==> config.mk <==
export PLATFORM = sky130hd
export DESIGN_NAME = exc_ret_ctrl
export DESIGN_NICKNAME = d
export VERILOG_FILES = /design/src/rtl/exc_ret_pkg.sv /design/src/rtl/exc_status_regs.sv /design/src/rtl/exc_addr_bank.sv /design/src/rtl/exc_redirect.sv /design/src/rtl/exc_ret_ctrl.sv
export SDC_FILE = /design/constraint.sdc
export NUM_CORES = 1
export LEC_CHECK = 0
export ABC_AREA = 1
export BUFFER_PORTS_ARGS = -buffer_cell sky130_fd_sc_hd__buf_4
export CORE_MARGIN = 2
export CORE_UTILIZATION = 40
export DETAILED_ROUTE_END_ITERATION = 12
export PLACE_DENSITY_LB_ADDON = 0.08
export REMOVE_ABC_BUFFERS = 1
export SLEW_MARGIN = 5
export SYNTH_ARGS = -nofsm -noshare
export SYNTH_HDL_FRONTEND = slang
export SYNTH_HIERARCHICAL = 1
export SYNTH_SLANG_ARGS = --single-unit
==> constraint.sdc <==
create_clock -name clk -period 3 [get_ports clk]
set_clock_uncertainty 0.15 [all_clocks]
set_input_delay 0.45 -clock clk [delete_from_list [all_inputs] [get_ports clk]]
set_output_delay 0.45 -clock clk [all_outputs]
set_load 0.02 [all_outputs]
==> src/rtl/exc_ret_pkg.sv <==
package exc_ret_pkg;
  parameter int CRS_W      = 6;
  parameter int ADDR_W     = 32;
  parameter int INSN_BYTES = 4;

  typedef struct packed {
    logic [CRS_W-1:0] crs;
    logic             nmi;
    logic             pie;
  } stat_t;

  // address saved on entry: the instruction after the one that excepted
  function automatic logic [ADDR_W-1:0] save_addr(input logic [ADDR_W-1:0] pc);
    return pc + ADDR_W'(INSN_BYTES);
  endfunction

  // address resumed on return: interrupts re-run the interrupted instruction
  function automatic logic [ADDR_W-1:0] resume_addr(input logic [ADDR_W-1:0] ea,
                                                    input logic hw);
    return hw ? (ea - ADDR_W'(INSN_BYTES)) : ea;
  endfunction

  // restore: take the saved word, but the mode bit may only fall
  function automatic stat_t restore_stat(input stat_t live, input stat_t src);
    stat_t r;
    r     = src;
    r.nmi = live.nmi & src.nmi;
    return r;
  endfunction
endpackage

==> src/rtl/exc_status_regs.sv <==
module exc_status_regs
  import exc_ret_pkg::*;
(
  input  logic             clk,
  input  logic             rst_n,
  input  logic             entry_fire,
  input  logic [CRS_W-1:0] entry_set,
  input  logic             entry_nmi,
  input  logic             ret_fire,
  input  logic             wr_fire,
  input  logic             wr_pie,
  input  logic             wr_nmi,
  output stat_t            live,
  output logic             set_change
);
  stat_t est_q, sst_q, restore_src, restored;

  assign set_change  = (entry_set != live.crs);
  assign restore_src = (live.crs == '0) ? est_q : sst_q;
  assign restored    = restore_stat(live, restore_src);

  always_ff @(posedge clk) begin
    if (!rst_n) begin
      live  <= '0;
      est_q <= '0;
      sst_q <= '0;
    end else if (entry_fire) begin
      if (set_change) sst_q <= live;
      else            est_q <= live;
      live.pie <= 1'b0;
      live.nmi <= live.nmi | entry_nmi;
      live.crs <= entry_set;
    end else if (ret_fire) begin
      live <= restored;
    end else if (wr_fire) begin
      live.pie <= wr_pie;
      live.nmi <= wr_nmi;
    end
  end

  p_pie_off_entry_r2: assert property (@(posedge clk) disable iff (!rst_n)
    entry_fire |=> !live.pie);
  p_crs_entry_r2: assert property (@(posedge clk) disable iff (!rst_n)
    entry_fire |=> live.crs == $past(entry_set));
  p_shadow_kept_r3: assert property (@(posedge clk) disable iff (!rst_n)
    entry_fire && !set_change |=> $stable(sst_q));
  p_normal_kept_r3: assert property (@(posedge clk) disable iff (!rst_n)
    entry_fire && set_change |=> $stable(est_q));
  p_nmi_no_set_r6: assert property (@(posedge clk) disable iff (!rst_n)
    ret_fire && !live.nmi |=> !live.nmi);
endmodule

==> src/rtl/exc_addr_bank.sv <==
module exc_addr_bank
  import exc_ret_pkg::*;
#(
  parameter int NUM_SETS = 4
) (
  input  logic              clk,
  input  logic              rst_n,
  input  logic              wr_en,
  input  logic [CRS_W-1:0]  wr_sel,
  input  logic [ADDR_W-1:0] wr_pc,
  input  logic              wr_hw,
  input  logic [CRS_W-1:0]  rd_sel,
  output logic [ADDR_W-1:0] rd_addr,
  output logic              rd_hw
);
  logic [ADDR_W-1:0] ea_q [NUM_SETS];
  logic              hw_q [NUM_SETS];

  for (genvar g = 0; g < NUM_SETS; g++) begin : g_set
    always_ff @(posedge clk) begin
      if (!rst_n) begin
        ea_q[g] <= '0;
        hw_q[g] <= 1'b0;
      end else if (wr_en && wr_sel == CRS_W'(g)) begin
        ea_q[g] <= save_addr(wr_pc);
        hw_q[g] <= wr_hw;
      end
    end
  end

  always_comb begin
    rd_addr = '0;
    rd_hw   = 1'b0;
    for (int i = 0; i < NUM_SETS; i++) begin
      if (rd_sel == CRS_W'(i)) begin
        rd_addr = ea_q[i];
        rd_hw   = hw_q[i];
      end
    end
  end
endmodule

==> src/rtl/exc_redirect.sv <==
module exc_redirect
  import exc_ret_pkg::*;
(
  input  logic              clk,
  input  logic              rst_n,
  input  logic              ret_fire,
  input  logic [ADDR_W-1:0] ea,
  input  logic              hw,
  output logic              redirect_valid,
  output logic [ADDR_W-1:0] redirect_pc
);
  always_ff @(posedge clk) begin
    if (!rst_n) begin
      redirect_valid <= 1'b0;
      redirect_pc    <= '0;
    end else begin
      redirect_valid <= ret_fire;
      if (ret_fire) redirect_pc <= resume_addr(ea, hw);
    end
  end

  p_redir_follows_r7: assert property (@(posedge clk) disable iff (!rst_n)
    redirect_valid |-> $past(ret_fire));
endmodule

==> src/rtl/exc_ret_ctrl.sv <==
module exc_ret_ctrl
  import exc_ret_pkg::*;
#(
  parameter int NUM_SETS = 4
) (
  input  logic              clk,
  input  logic              rst_n,
  input  logic              entry_i,
  input  logic [CRS_W-1:0]  entry_set_i,
  input  logic              entry_nmi_i,
  input  logic              entry_hw_i,
  input  logic [ADDR_W-1:0] entry_pc_i,
  input  logic              ret_i,
  input  logic              stat_wr_i,
  input  logic              stat_wr_pie_i,
  input  logic              stat_wr_nmi_i,
  input  logic              irq_req_i,
  output logic              irq_take_o,
  output logic              pie_o,
  output logic              nmi_o,
  output logic [CRS_W-1:0]  crs_o,
  output logic              redirect_valid_o,
  output logic [ADDR_W-1:0] redirect_pc_o
);
  // priority: entry over return over software write
  logic ret_fire, wr_fire, set_change, ea_hw;
  logic [ADDR_W-1:0] ea_rd;
  stat_t live;

  assign ret_fire = ret_i & ~entry_i;
  assign wr_fire  = stat_wr_i & ~entry_i & ~ret_i;

  exc_status_regs u_stat (
    .clk(clk), .rst_n(rst_n),
    .entry_fire(entry_i), .entry_set(entry_set_i), .entry_nmi(entry_nmi_i),
    .ret_fire(ret_fire),
    .wr_fire(wr_fire), .wr_pie(stat_wr_pie_i), .wr_nmi(stat_wr_nmi_i),
    .live(live), .set_change(set_change)
  );

  exc_addr_bank #(.NUM_SETS(NUM_SETS)) u_bank (
    .clk(clk), .rst_n(rst_n),
    .wr_en(entry_i), .wr_sel(entry_set_i), .wr_pc(entry_pc_i), .wr_hw(entry_hw_i),
    .rd_sel(live.crs), .rd_addr(ea_rd), .rd_hw(ea_hw)
  );

  exc_redirect u_redir (
    .clk(clk), .rst_n(rst_n),
    .ret_fire(ret_fire), .ea(ea_rd), .hw(ea_hw),
    .redirect_valid(redirect_valid_o), .redirect_pc(redirect_pc_o)
  );

  assign pie_o      = live.pie;
  assign nmi_o      = live.nmi;
  assign crs_o      = live.crs;
  assign irq_take_o = irq_req_i & live.pie;

  p_irq_masked_r9: assert property (@(posedge clk) disable iff (!rst_n)
    !pie_o |-> !irq_take_o);
  p_entry_wins_r10: assert property (@(posedge clk) disable iff (!rst_n)
    entry_i && ret_i |=> !redirect_valid_o);
  p_redir_one_cycle_r7: assert property (@(posedge clk) disable iff (!rst_n)
    redirect_valid_o && !$past(ret_i) |-> 1'b0);
  p_set_change_r3: assert property (@(posedge clk) disable iff (!rst_n)
    entry_i && set_change |=> crs_o != $past(crs_o));
endmodule

==> results of run 1 <==
[report_power, final]
part           total (mW)  leakage, nW  switching (mW)  internal, mW
clock                2.43        0.314            1.19          1.24
combinational        1.11         2.93           0.755         0.352
sequential           2.98         1.72          0.0612          2.92
[kinds of logic (layout without fill, tap and decap cells)]
kind of cell,after synthesis,in the layout
AOI/OAI and AO/OA,173,173
xor gates and xnor gates,21,21
adders and majority gates,2,2
buffers and inverters,185,289
DFF,189,189
and+or+nand+nor,660,660
[how the worst min path moves through the flow]
| stage | end | cells after the start |
|---|---|---|
| global route | u_bank/ea_q[0][33] | 3 |
| detailed placement | u_stat/sst_q[1] | 2 |
| global placement | u_stat/sst_q[1] | 2 |
| floorplan | u_stat/sst_q[1] | 2 |
| finish | u_bank/hw_q[1][0] | 3 |
| CTS | u_bank/hw_q[1][0] | 3 |
[critical path, stage by stage, from the launching register on]
cell	delay [ns]
dfxtp_1	0.46
nor2_1	0.10
nand2_2	0.17
nor3_4	0.07
buf_12	0.15
buf_12	0.16
a21oi_1	0.13
nand3_1	0.22
nor2_1	0.29
nand2_1	0.15
nor2_1	0.18
nand4_1	0.12
nand2_1	0.08
nand3_1	0.12
nand2_1	0.09
inv_1	0.03
[cells in the final DEF, fill, tap and decap left out, types with 5 or more instances in the layout]
master / n
buf_4: 111
dfxtp_1: 58
nor2_4: 8
o21ai_0: 33
nand2_2: 6
inv_1: 132
clkinv_8: 5
edfxtp_1: 131
o21ai_1: 10
nand2_1: 267
a22oi_1: 6
nand2_4: 5
clkbuf_16: 17
o211ai_1: 7
xor2_1: 14
nor2_2: 16
inv_8: 6
inv_2: 9
nand4_1: 19
nor2_1: 242
a21oi_1: 108
xnor2_1: 7
nand3_1: 78
[registers in the layout, summed over array words and instances, names as in the netlist]
name and count:
u_redir/redirect_valid 1, u_bank/hw_q 4, u_stat/est_q 8, u_bank/ea_q 128, u_stat/live 8, u_stat/sst_q 8
u_redir/redirect_pc 32
[final cells by class]
cell class	instances	area, um2	area share [%]
multi-input cells	856	4040	34.7
repair buffers	115	913	7.85
clock inverters	15	220	1.89
clock buffers	17	425	3.66
well taps	324	405	3.48
flip-flops and latches	189	5090	43.8
inverters	142	534	4.59
[layer usage]
metal	track usage [%]	vias to the layer above	wire length, um
met2	37.9	197	13600
met4	4.71	0	268
met1	31.1	3901	13400
li1	-	4188	-
met3	3.28	14	1240
met5	0	-	0
[per-stage QoR]
| step | setup slack, ns | cell area, um2 | power, mW |
|---|---|---|---|
| floorplan | -0.360 | 9650 | 3.69 |
| global placement | 0.182 | 10900 | 4.12 |
| detailed placement | 0.206 | 10900 | 4.13 |
| CTS | 0.194 | 11600 | 6.55 |
| global route | 0.0221 | 11600 | 6.81 |
| finish | 0.204 | 11600 | 6.51 |
[repair_timing]
item / CTS / global route
setup buffers: 0 / 4
endpoints found under the hold margin: 0 / 0
endpoints found under the setup margin: 0 / 6
gates resized for setup: 0 / 3
==> summary.md, run 1 <==
| Metric | Value |
|---|---|
| Status | `finished, final reports clean` |
| ANT cells | `0` |
| Grt ovf | `0` |
| Final period util | `93.2%` |
| Worst-path clk slew | `0.08 ns` |
| Launching point of the worst reg2reg path | `u_stat/live[4]` |
| CTS tree | `done` |
| Dpl hpwl | `19600 um` |
| Post-synth top cells | `nand2_1, nor2_1, inv_1` |
| R2R setup slack | `0.20 ns` |
| Count of different cell masters after synthesis | `39` |
| Hold_sp | `entry_hw_i` |
| Die width | `161 um` |
| Synth Register Bits | `189` |
| Slew margin rel. | `56.3%` |
| Reg-to-Reg End | `u_redir/redirect_pc[30]` |
| Clock Latency Late Sink | `0.44 ns` |
| Worst hold slack | `0.198 ns` |
| Vias in the first global route | `7918` |
| Post-synth design cell area | `0.00985 mm2` |
| Worst-margin pin slew | `0.653 ns` |
| Ys Warns | `6` |
| Area delta synth->final | `18.1%` |
| WL/cell | `17.2 um` |
| Final nets | `1371` |
| Vias per cell | `5.01` |
| EDFF count, synth | `131` |
| Clock sinks | `189` |
| Reg2Reg Depth | `15` |
| Max H-tree Level | `4` |
| CP endpoint | `u_redir/redirect_pc[30]` |
| CP Launch Point | `u_stat/live[4]` |
| LEAKAGE | `4.96 nW` |
| Pwr Density | `560 mW/mm2` |
| VDD IR max | `378 uV` |
| Remaining DRCs | `0` |
| Top-count cell post-synth | `nand2_1` |
| Initial DRC count | `602` |
| Fin. Hold Viols | `0` |
| Startpoint Class | `register` |
| Post-synthesis compound-gate area fraction | `9.36%` |
| CTS Hold Bufs | `0` |
| Max Cap Violations | `0` |
| Post-synthesis mux area share | `0%` |
| Top cells by area, synth | `edfxtp_1, dfxtp_1, nand2_1, nor2_1, a21oi_1` |
| Root Buffer | `clkbuf_16` |
| Die height | `161 um` |
| Clock tree buffer depth | `2` |
| Register area share after synthesis | `51.7%` |
| Post-layout util | `48.0%` |
| RSZ-0062 raised after global routing | `no` |
| Achievable frequency | `0.358 GHz` |
| I/O pin cnt | `90` |
| TritonCTS Buffers | `17` |
| Worst hold path type | `in2reg` |
| First-pass GRT wire length | `44900 um` |
| Port Buf Inserts | `89` |
| Core Region | `0.0242 mm2` |
| FP Rows | `57` |
| Post-synth ARST share | `0%` |
| GR Util All Layers | `22.5%` |
| Ys flop type | `edfxtp_1` |
| Crit path kind | `reg2reg` |
| DRT Pass-1 Iters | `5` |
| Final Slew Violations | `0` |
| Post-synth top area cell | `edfxtp_1` |
| Largest family of logic cells by synthesized area | `simple AND/OR/NAND/NOR gates` |
| Initial core utilization | `40.6%` |
| Crit path DAT | `2.98 ns` |
| Final setup viols | `0` |
| Antenna violations before repair | `0` |
| Nature of the critical path endpoint | `register` |
| Fillers | `2423` |
| Crit path max fanout | `25` |
| Antenna viol nets, final | `0` |
| Die ar. | `0.0259 mm2` |
| Largest net degree at the start of global routing | `42` |
| GPL Wtd Cong | `0.872` |
| Crit path required time | `3.19 ns` |
| Final Non-Filler Cells | `1658` |
| Setup tns final | `0 ns` |
| Top cell type's share of synthesized area | `39.9%` |
| WL final | `28500 um` |
| Fin crit period | `2.80 ns` |
| Adder-cell share of the synthesized area | `0.254%` |
| Syn_area_per_cell | `8.01 um2` |
| XOR/XNOR share of the synthesized area | `1.87%` |
| Synthesized instance count | `1230` |
| Synth Area in Simple Gates | `29.3%` |
| Vias | `8300` |
| Dpl cells | `1622` |
| Share of layout cells above drive strength 1 | `15.4%` |
(Power assumes the default switching activity.)
==> run 2, diff against run 1 <==
--- a/config.mk
+++ b/config.mk
@@ -11,6 +11,7 @@
 export CORE_UTILIZATION = 40
 export DETAILED_ROUTE_END_ITERATION = 12
 export PLACE_DENSITY_LB_ADDON = 0.08
+export RECOVER_POWER = 100
 export REMOVE_ABC_BUFFERS = 1
 export SLEW_MARGIN = 5
 export SYNTH_ARGS = -nofsm -noshare
==> constraint.sdc (replaced) <==
create_clock -name clk -period 3.1 [get_ports clk]
set_clock_uncertainty 0.15 [all_clocks]
set_input_delay 0.465 -clock clk [delete_from_list [all_inputs] [get_ports clk]]
set_output_delay 0.465 -clock clk [all_outputs]
set_load 0.02 [all_outputs]
==> run 2 against run 1 <==
  * The flow now finishes with violations (capacitance limit, slew limit)
  * Die area stayed put
  * Power is 4.8% lower
  * Clock power is 5% lower
  * Critical path depth is 11 lower
  * Clock-buffer cell count stayed put
  * Wire length is 0.49% higher
==> summary.md, run 2 (synthesized netlist as in run 1, its figures left out) <==
| Metric | Value |
|---|---|
| Hold Crit Depth | `3 (unchanged)` |
| Power, Total | `6.20 mW (was 6.51 mW)` |
| Vias | `8257 (was 8300)` |
| Largest register FFs | `128 (unchanged)` |
| Die ar. | `0.0259 mm2 (unchanged)` |
| Worst-margin pin slew | `2.17 ns (was 0.653 ns)` |
| Most frequent cells in the layout | `nand2_1, nor2_1, inv_1, edfxtp_1, a21oi_1 (was nand2_1, nor2_1, inv_1, edfxtp_1, buf_4)` |
| Crit path required time | `3.03 ns (was 3.19 ns)` |
| Slew margin rel. | `-44.6% (was 56.3%)` |
| Clock Latency Late Sink | `0.44 ns (about the same)` |
| Grt ovf | `0 (unchanged)` |
| ANT cells | `0 (unchanged)` |
| GR Util All Layers | `22.6% (was 22.5%)` |
| Fin. Hold Viols | `0 (unchanged)` |
| Core Region | `0.0242 mm2 (unchanged)` |
| WL/cell | `17.3 um (was 17.2 um)` |
| Crit path max fanout | `33 (was 25)` |
| Final setup viols | `0 (unchanged)` |
| Top Registers | `u_bank/ea_q (128), u_redir/redirect_pc (32) (unchanged)` |
| I/O pin cnt | `90 (unchanged)` |
| Antenna viol nets, final | `0 (unchanged)` |
| Share of layout cells above drive strength 1 | `10.6% (was 15.4%)` |
| Nature of the critical path endpoint | `register (unchanged)` |
| Max H-tree Level | `4 (unchanged)` |
| Crit path kind | `in2reg (was reg2reg)` |
| VDD IR max | `352 uV (was 378 uV)` |
| LEAKAGE | `4.71 nW (was 4.96 nW)` |
| Worst hold slack | `0.203 ns (was 0.198 ns)` |
| Area delta synth->final | `14.7% (was 18.1%)` |
| Most common cell after layout, fill and taps aside | `nand2_1 (unchanged)` |
| Reg2Reg Depth | `15 (unchanged)` |
| WL final | `28700 um (was 28500 um)` |
| Clock tree buffer depth | `2 (unchanged)` |
| Final nets | `1366 (was 1371)` |
| Remaining DRCs | `0 (unchanged)` |
| CTS tree | `done (unchanged)` |
| Antenna violations before repair | `0 (unchanged)` |
| # resized after CTS | `0 (unchanged)` |
| Worst hold path type | `in2reg (unchanged)` |
| Hold_sp | `entry_hw_i (unchanged)` |
| Die height | `161 um (unchanged)` |
| WHS Endpoint | `u_bank/hw_q[1][0] (unchanged)` |
| Initial DRC count | `593 (was 602)` |
| Crit path DAT | `2.77 ns (was 2.98 ns)` |
| Final period util | `91.4%` |
| Status | `complete, but fails checks (was finished, final reports clean)` |
| Post-Place Setup Slack | `0.365 ns (was 0.206 ns)` |
| FP Rows | `57 (unchanged)` |
| Worst setup margin | `0.267 ns (was 0.204 ns)` |
| Largest net degree at the start of global routing | `45 (was 42)` |
| Port Buf Inserts | `89 (unchanged)` |
| DRT Pass-1 Iters | `5 (unchanged)` |
| Launching point of the worst reg2reg path | `u_stat/live[7] (was u_stat/live[4])` |
| Dpl cells | `1621 (was 1622)` |
| Pwr Density | `549 mW/mm2 (was 560 mW/mm2)` |
| Final Non-Filler Cells | `1653 (was 1658)` |
| GPL Wtd Cong | `0.932 (was 0.872)` |
| Final Slew Violations | `102 (was 0)` |
| RSZ-0062 raised after global routing | `no (unchanged)` |
| Postcts setup bufs | `0 (unchanged)` |
| Vias per cell | `5.00 (was 5.01)` |
| Fillers | `2479 (was 2423)` |
| First-pass GRT wire length | `44800 um (was 44900 um)` |
| Fin crit period | `2.83 ns` |
| CTS Hold Bufs | `0 (unchanged)` |
| Initial core utilization | `40.6% (unchanged)` |
| Root Buffer | `clkbuf_16 (unchanged)` |
| Most flop-heavy register | `u_bank/ea_q (unchanged)` |
| Clock sinks | `189 (unchanged)` |
| TritonCTS Buffers | `17 (unchanged)` |
| Worst-path clk slew | `0.08 ns (about the same)` |
| Achievable frequency | `0.353 GHz` |
| Max Cap Violations | `3 (was 0)` |
| Startpoint Class | `primary input (was register)` |
| Die width | `161 um (unchanged)` |
| Failing checks | `capacitance limit, slew limit` |
| Dpl hpwl | `19800 um (was 19600 um)` |
| Vias in the first global route | `8015 (was 7918)` |
| Reg-to-Reg End | `u_redir/redirect_pc[12] (was u_redir/redirect_pc[30])` |
| R2R setup slack | `0.28 ns (was 0.20 ns)` |
## run 2: cell count changes in the layout (fill, tap and decap cells not counted), moves of 4 or more
cell      delta
clkbuf_2     +6
clkbuf_1    +48
buf_4       -58
nor2_1       +5
inv_6        +4
inv_8        -4
## run 2: routing by layer
layer | track usage [%] | routed length, um
met5 | 0 | 0
met3 | 3.43 | 1420
met4 | 6.29 | 523
met1 | 31.0 | 13300
met2 | 37.3 | 13400
## run 2: worst max path at each step
stage	start	to	slack [ns]	depth (start not counted)
2_1_floorplan	ret_i	u_redir/redirect_pc[3]	-0.28	7
3_3_place_gp	u_stat/live[7]	u_redir/redirect_pc[31]	0.35	14
3_5_place_dp	u_stat/live[7]	u_redir/redirect_pc[31]	0.36	14
4_1_cts	u_stat/live[7]	u_redir/redirect_pc[31]	0.34	14
5_1_grt	u_stat/live[6]	u_redir/redirect_pc[30]	0.07	15
6_report	rst_n	u_bank/ea_q[1][56]	0.27	4
## run 2: critical path, stage by stage
cell and delay [ns]:
clkbuf_2 0.37, nand4_1 0.22, clkbuf_1 1.57, a21oi_1 0.11
## run 2: final cells by class
cell class / count / area [um2] / share of cell area, %
inverter: 142 / 534 / 4.73
sequential: 189 / 5090 / 45.1
clock inverter: 15 / 203 / 1.79
tap: 324 / 405 / 3.59
multi-input combinational: 856 / 3970 / 35.1
timing repair buffer: 110 / 668 / 5.91
clock buffer: 17 / 425 / 3.76
## run 2: power breakdown
part | internal (mW) | total [mW] | switching, mW
logic | 0.289 | 1.00 | 0.715
registers | 2.83 | 2.89 | 0.0608
clock network | 1.18 | 2.31 | 1.13
total | 4.30 | 6.20 | 1.90
## run 2: metrics by stage
| step | TNS (ns) | util (%) | cell area, um2 |
|---|---|---|---|
| detailed placement | 0 | 45.1 | 10900 |
| CTS | 0 | 47.7 | 11600 |
| finish | 0 | 46.6 | 11300 |
| floorplan | -2.10 | - | 9650 |
| global placement | 0 | 45.1 | 10900 |
| global route | 0 | 46.6 | 11300 |
==> run 3, diff against run 2 <==
--- a/config.mk
+++ b/config.mk
@@ -5,7 +5,6 @@
 export SDC_FILE = /design/constraint.sdc
 export NUM_CORES = 1
 export LEC_CHECK = 0
-export ABC_AREA = 1
 export BUFFER_PORTS_ARGS = -buffer_cell sky130_fd_sc_hd__buf_4
 export CORE_MARGIN = 2
 export CORE_UTILIZATION = 40
==> run 3 against run 2 <==
  * The flow still finishes with violations (capacitance limit, slew limit)
  * Clock power fell by 8%
  * Synthesized cell count down 37%
  * Cell area shrank 5.1%
  * Cell count down 28%
  * Wire length decreased by 19%
  * Sequential power hardly changed
  * Maximum frequency down 3.1%
  * Critical path depth is 6 higher
  * Sequential share of layout area is 2.4 points higher
  * Highest routed layer unchanged
  * Largest power group unchanged
  * Core utilization up 1.1 points
  * Register-to-register slack worse by 0.10 ns
==> summary.md, run 3 <==
| Metric | Value |
|---|---|
| Sw Ratio | `25.7% (was 30.7%)` |
| Vias | `6377 (was 8257)` |
| CTS tree | `done (unchanged)` |
| Final instance area | `0.0107 mm2 (was 0.0113 mm2)` |
| I/O pin cnt | `90 (unchanged)` |
| Root Buffer | `clkbuf_16 (unchanged)` |
| GR Util All Layers | `20.1% (was 22.6%)` |
| Dpl cells | `1157 (was 1621)` |
| Most frequent cells in the layout | `nor2_1, edfxtp_1, buf_4, dfxtp_1, clkbuf_1 (was nand2_1, nor2_1, inv_1, edfxtp_1, a21oi_1)` |
| Max H-tree Level | `4 (unchanged)` |
| Reg-to-Reg End | `u_redir/redirect_pc[27] (was u_redir/redirect_pc[12])` |
| Remaining DRCs | `0 (unchanged)` |
| Nature of the critical path endpoint | `register (unchanged)` |
| ANT cells | `0 (unchanged)` |
| Pwr Density | `552 mW/mm2 (was 549 mW/mm2)` |
| Port Buf Inserts | `89 (unchanged)` |
| Post-synth design cell area | `0.00910 mm2 (was 0.00985 mm2)` |
| LEAKAGE | `3.68 nW (was 4.71 nW)` |
| Final nets | `947 (was 1366)` |
| Largest net degree at the start of global routing | `52 (was 45)` |
| Critical path's largest stage delay | `0.49 ns (was 1.57 ns)` |
| TritonCTS Buffers | `17 (unchanged)` |
| Clock sinks | `189 (unchanged)` |
| WL/cell | `19.5 um (was 17.3 um)` |
| Crit path kind | `reg2reg (was in2reg)` |
| VDD IR max | `299 uV (was 352 uV)` |
| Die ar. | `0.0240 mm2 (was 0.0259 mm2)` |
| Dpl hpwl | `15500 um (was 19800 um)` |
| Crit path max fanout | `7 (was 33)` |
| CP cell instances | `buf_4, mux4_2, nor2b_1, nor4_4, clkbuf_1, nand4b_2, clkbuf_2, nor3_1, xnor2_1, a21oi_1 (was clkbuf_2, nand4_1, clkbuf_1, a21oi_1)` |
| Crit path DAT | `3.08 ns (was 2.77 ns)` |
| Ys Warns | `6 (unchanged)` |
| First-pass GRT wire length | `36800 um (was 44800 um)` |
| FP Rows | `55 (was 57)` |
| Sequential share of power | `48.6% (was 46.6%)` |
| Die height | `155 um (was 161 um)` |
| Grt ovf | `0 (unchanged)` |
| Placed Instance Area | `0.0104 mm2 (was 0.0109 mm2)` |
| Fin crit period | `2.92 ns (was 2.83 ns)` |
| Internal Dissipation | `4.40 mW (was 4.30 mW)` |
| Worst hold path type | `in2reg (unchanged)` |
| Final Slew Violations | `28 (was 102)` |
| Clock Latency Late Sink | `0.43 ns (was 0.44 ns)` |
| Setup tns final | `0 ns (unchanged)` |
| DRT Pass-1 Iters | `5 (unchanged)` |
| R2R setup slack | `0.18 ns (was 0.28 ns)` |
| Final setup viols | `0 (unchanged)` |
| Final period util | `94.3% (was 91.4%)` |
| Reg2Reg Depth | `10 (was 15)` |
| Initial core utilization | `40.4% (was 40.6%)` |
| Antenna violations before repair | `0 (unchanged)` |
| Power share of the clock group | `35.9% (was 37.2%)` |
| Achievable frequency | `0.342 GHz (was 0.353 GHz)` |
| Fin. Hold Viols | `0 (unchanged)` |
| Slowest CP cell | `mux4_2 (was clkbuf_1)` |
| RSZ-0062 raised after global routing | `no (unchanged)` |
| Initial DRC count | `386 (was 593)` |
| Status | `complete, but fails checks (unchanged)` |
| Failing checks | `capacitance limit, slew limit (unchanged)` |
| Comb power frac | `15.5% (was 16.2%)` |
| Synthesized instance count | `778 (was 1230)` |
| Max Cap Violations | `1 (was 3)` |
| Area delta synth->final | `17.9% (was 14.7%)` |
| Antenna viol nets, final | `0 (unchanged)` |
| GPL Wtd Cong | `0.804 (was 0.932)` |
| Hold_sp | `entry_set_i[4] (was entry_hw_i)` |
| WL final | `23300 um (was 28700 um)` |
| Final Non-Filler Cells | `1194 (was 1653)` |
| Crit path required time | `3.26 ns (was 3.03 ns)` |
| Top Registers | `u_bank/ea_q (128), u_redir/redirect_pc (32) (unchanged)` |
| Most flop-heavy register | `u_bank/ea_q (unchanged)` |
| Largest register FFs | `128 (unchanged)` |
| Sw power | `1.52 mW (was 1.90 mW)` |
| Hold Crit Depth | `3 (unchanged)` |
| Die width | `155 um (was 161 um)` |
| Slew margin rel. | `-11.8% (was -44.6%)` |
| WHS Endpoint | `u_stat/live[6] (was u_bank/hw_q[1][0])` |
| Vias per cell | `5.34 (was 5.00)` |
| Syn_area_per_cell | `11.7 um2 (was 8.01 um2)` |
| WP buf/inv | `3 (was 2)` |
| Core Region | `0.0225 mm2 (was 0.0242 mm2)` |
| Share of layout cells above drive strength 1 | `20.9% (was 10.6%)` |
| Crit path max-delay family | `simple AND/OR/NAND/NOR gates (was buffers and inverters)` |
| Startpoint Class | `register (was primary input)` |
| Worst-margin pin slew | `1.67 ns (was 2.17 ns)` |
| Vias in the first global route | `6482 (was 8015)` |
| Worst-path clk slew | `0.07 ns (was 0.08 ns)` |
| Launching point of the worst reg2reg path | `u_stat/live[2] (was u_stat/live[7])` |
| Most common cell after layout, fill and taps aside | `nor2_1 (was nand2_1)` |
| Clock tree buffer depth | `2 (unchanged)` |
run 3: cell types whose count changed in the layout (fill, tap and decap cells not counted), moves of 19 or more:
| cell | delta |
|---|---|
| buf_4 | +30 |
| nand2_1 | -226 |
| xnor2_1 | +20 |
| mux4_2 | +33 |
| nor2_1 | -90 |
| xor2_1 | +19 |
| nor2b_1 | +34 |
| nand3_1 | -67 |
| a21oi_1 | -86 |
| inv_1 | -120 |
run 3: routing by layer:
metal | vias up | part of all wire [%] | GRT usage (%)
met5 | - | 0 | 0
met4 | 0 | 1.1 | 5.20
met3 | 17 | 4.4 | 3.03
met2 | 164 | 48 | 34.3
met1 | 3154 | 46 | 27.1
li1 | 3042 | - | -
run 3: power by group through the flow:
stage | sequential, mW | clock [mW] | combinational, mW
finish | 2.88 | 2.12 | 0.919
global route | 2.89 | 2.26 | 1.00
CTS | 2.88 | 2.17 | 0.967
detailed placement | 2.94 | 0 | 0.965
global placement | 2.93 | 0 | 0.958
floorplan | 2.99 | 0 | 0.497
run 3: layout make-up:
type / count / area [um2]
Fill cell: 2101 / 11800
Sequential cell: 189 / 5100
Multi-Input combinational cell: 532 / 3720
Timing Repair Buffer: 143 / 943
Clock buffer: 21 / 440
Tap cell: 285 / 357
Clock inverter: 10 / 116
Inverter: 14 / 52.6
run 3: what timing repair did:
| action | CTS | global route |
|---|---|---|
| setup buffers | 0 | 6 |
| resized for setup | 1 | 1 |
| pin swaps | 0 | 1 |
| setup endpoints to repair | 1 | 2 |
| cloned | 0 | 0 |
| hold buffers | 0 | 0 |
run 3: through the flow:
step | util [%] | power (mW) | hold WS, ns | setup WS [ns]
2_1_floorplan | - | 3.49 | 0.284 | -1.29
3_3_place_gp | 46.3 | 3.89 | 0.296 | 0.0101
3_5_place_dp | 46.3 | 3.90 | 0.309 | -0.0210
4_1_cts | 48.8 | 6.01 | 0.0972 | 0.0901
5_1_grt | 47.7 | 6.15 | 0.102 | 0.0175
6_report | 47.7 | 5.92 | 0.107 | 0.177
run 3: tightest hold or removal path, cell delays in order:
cell and delay [ns]:
buf_4 0.10, nand2_1 0.05, o31ai_1 0.05
run 3: worst max path at each step:
stage / startpoint / cells after the start / endpoint
CTS: u_stat/live[7] / 10 / u_redir/redirect_pc[16]
floorplan: u_stat/live[2] / 7 / u_redir/redirect_pc[22]
detailed placement: u_stat/live[2] / 8 / u_redir/redirect_pc[31]
global route: u_stat/live[2] / 10 / u_redir/redirect_pc[25]
finish: u_stat/live[2] / 10 / u_redir/redirect_pc[27]
global placement: u_stat/live[2] / 8 / u_redir/redirect_pc[18]
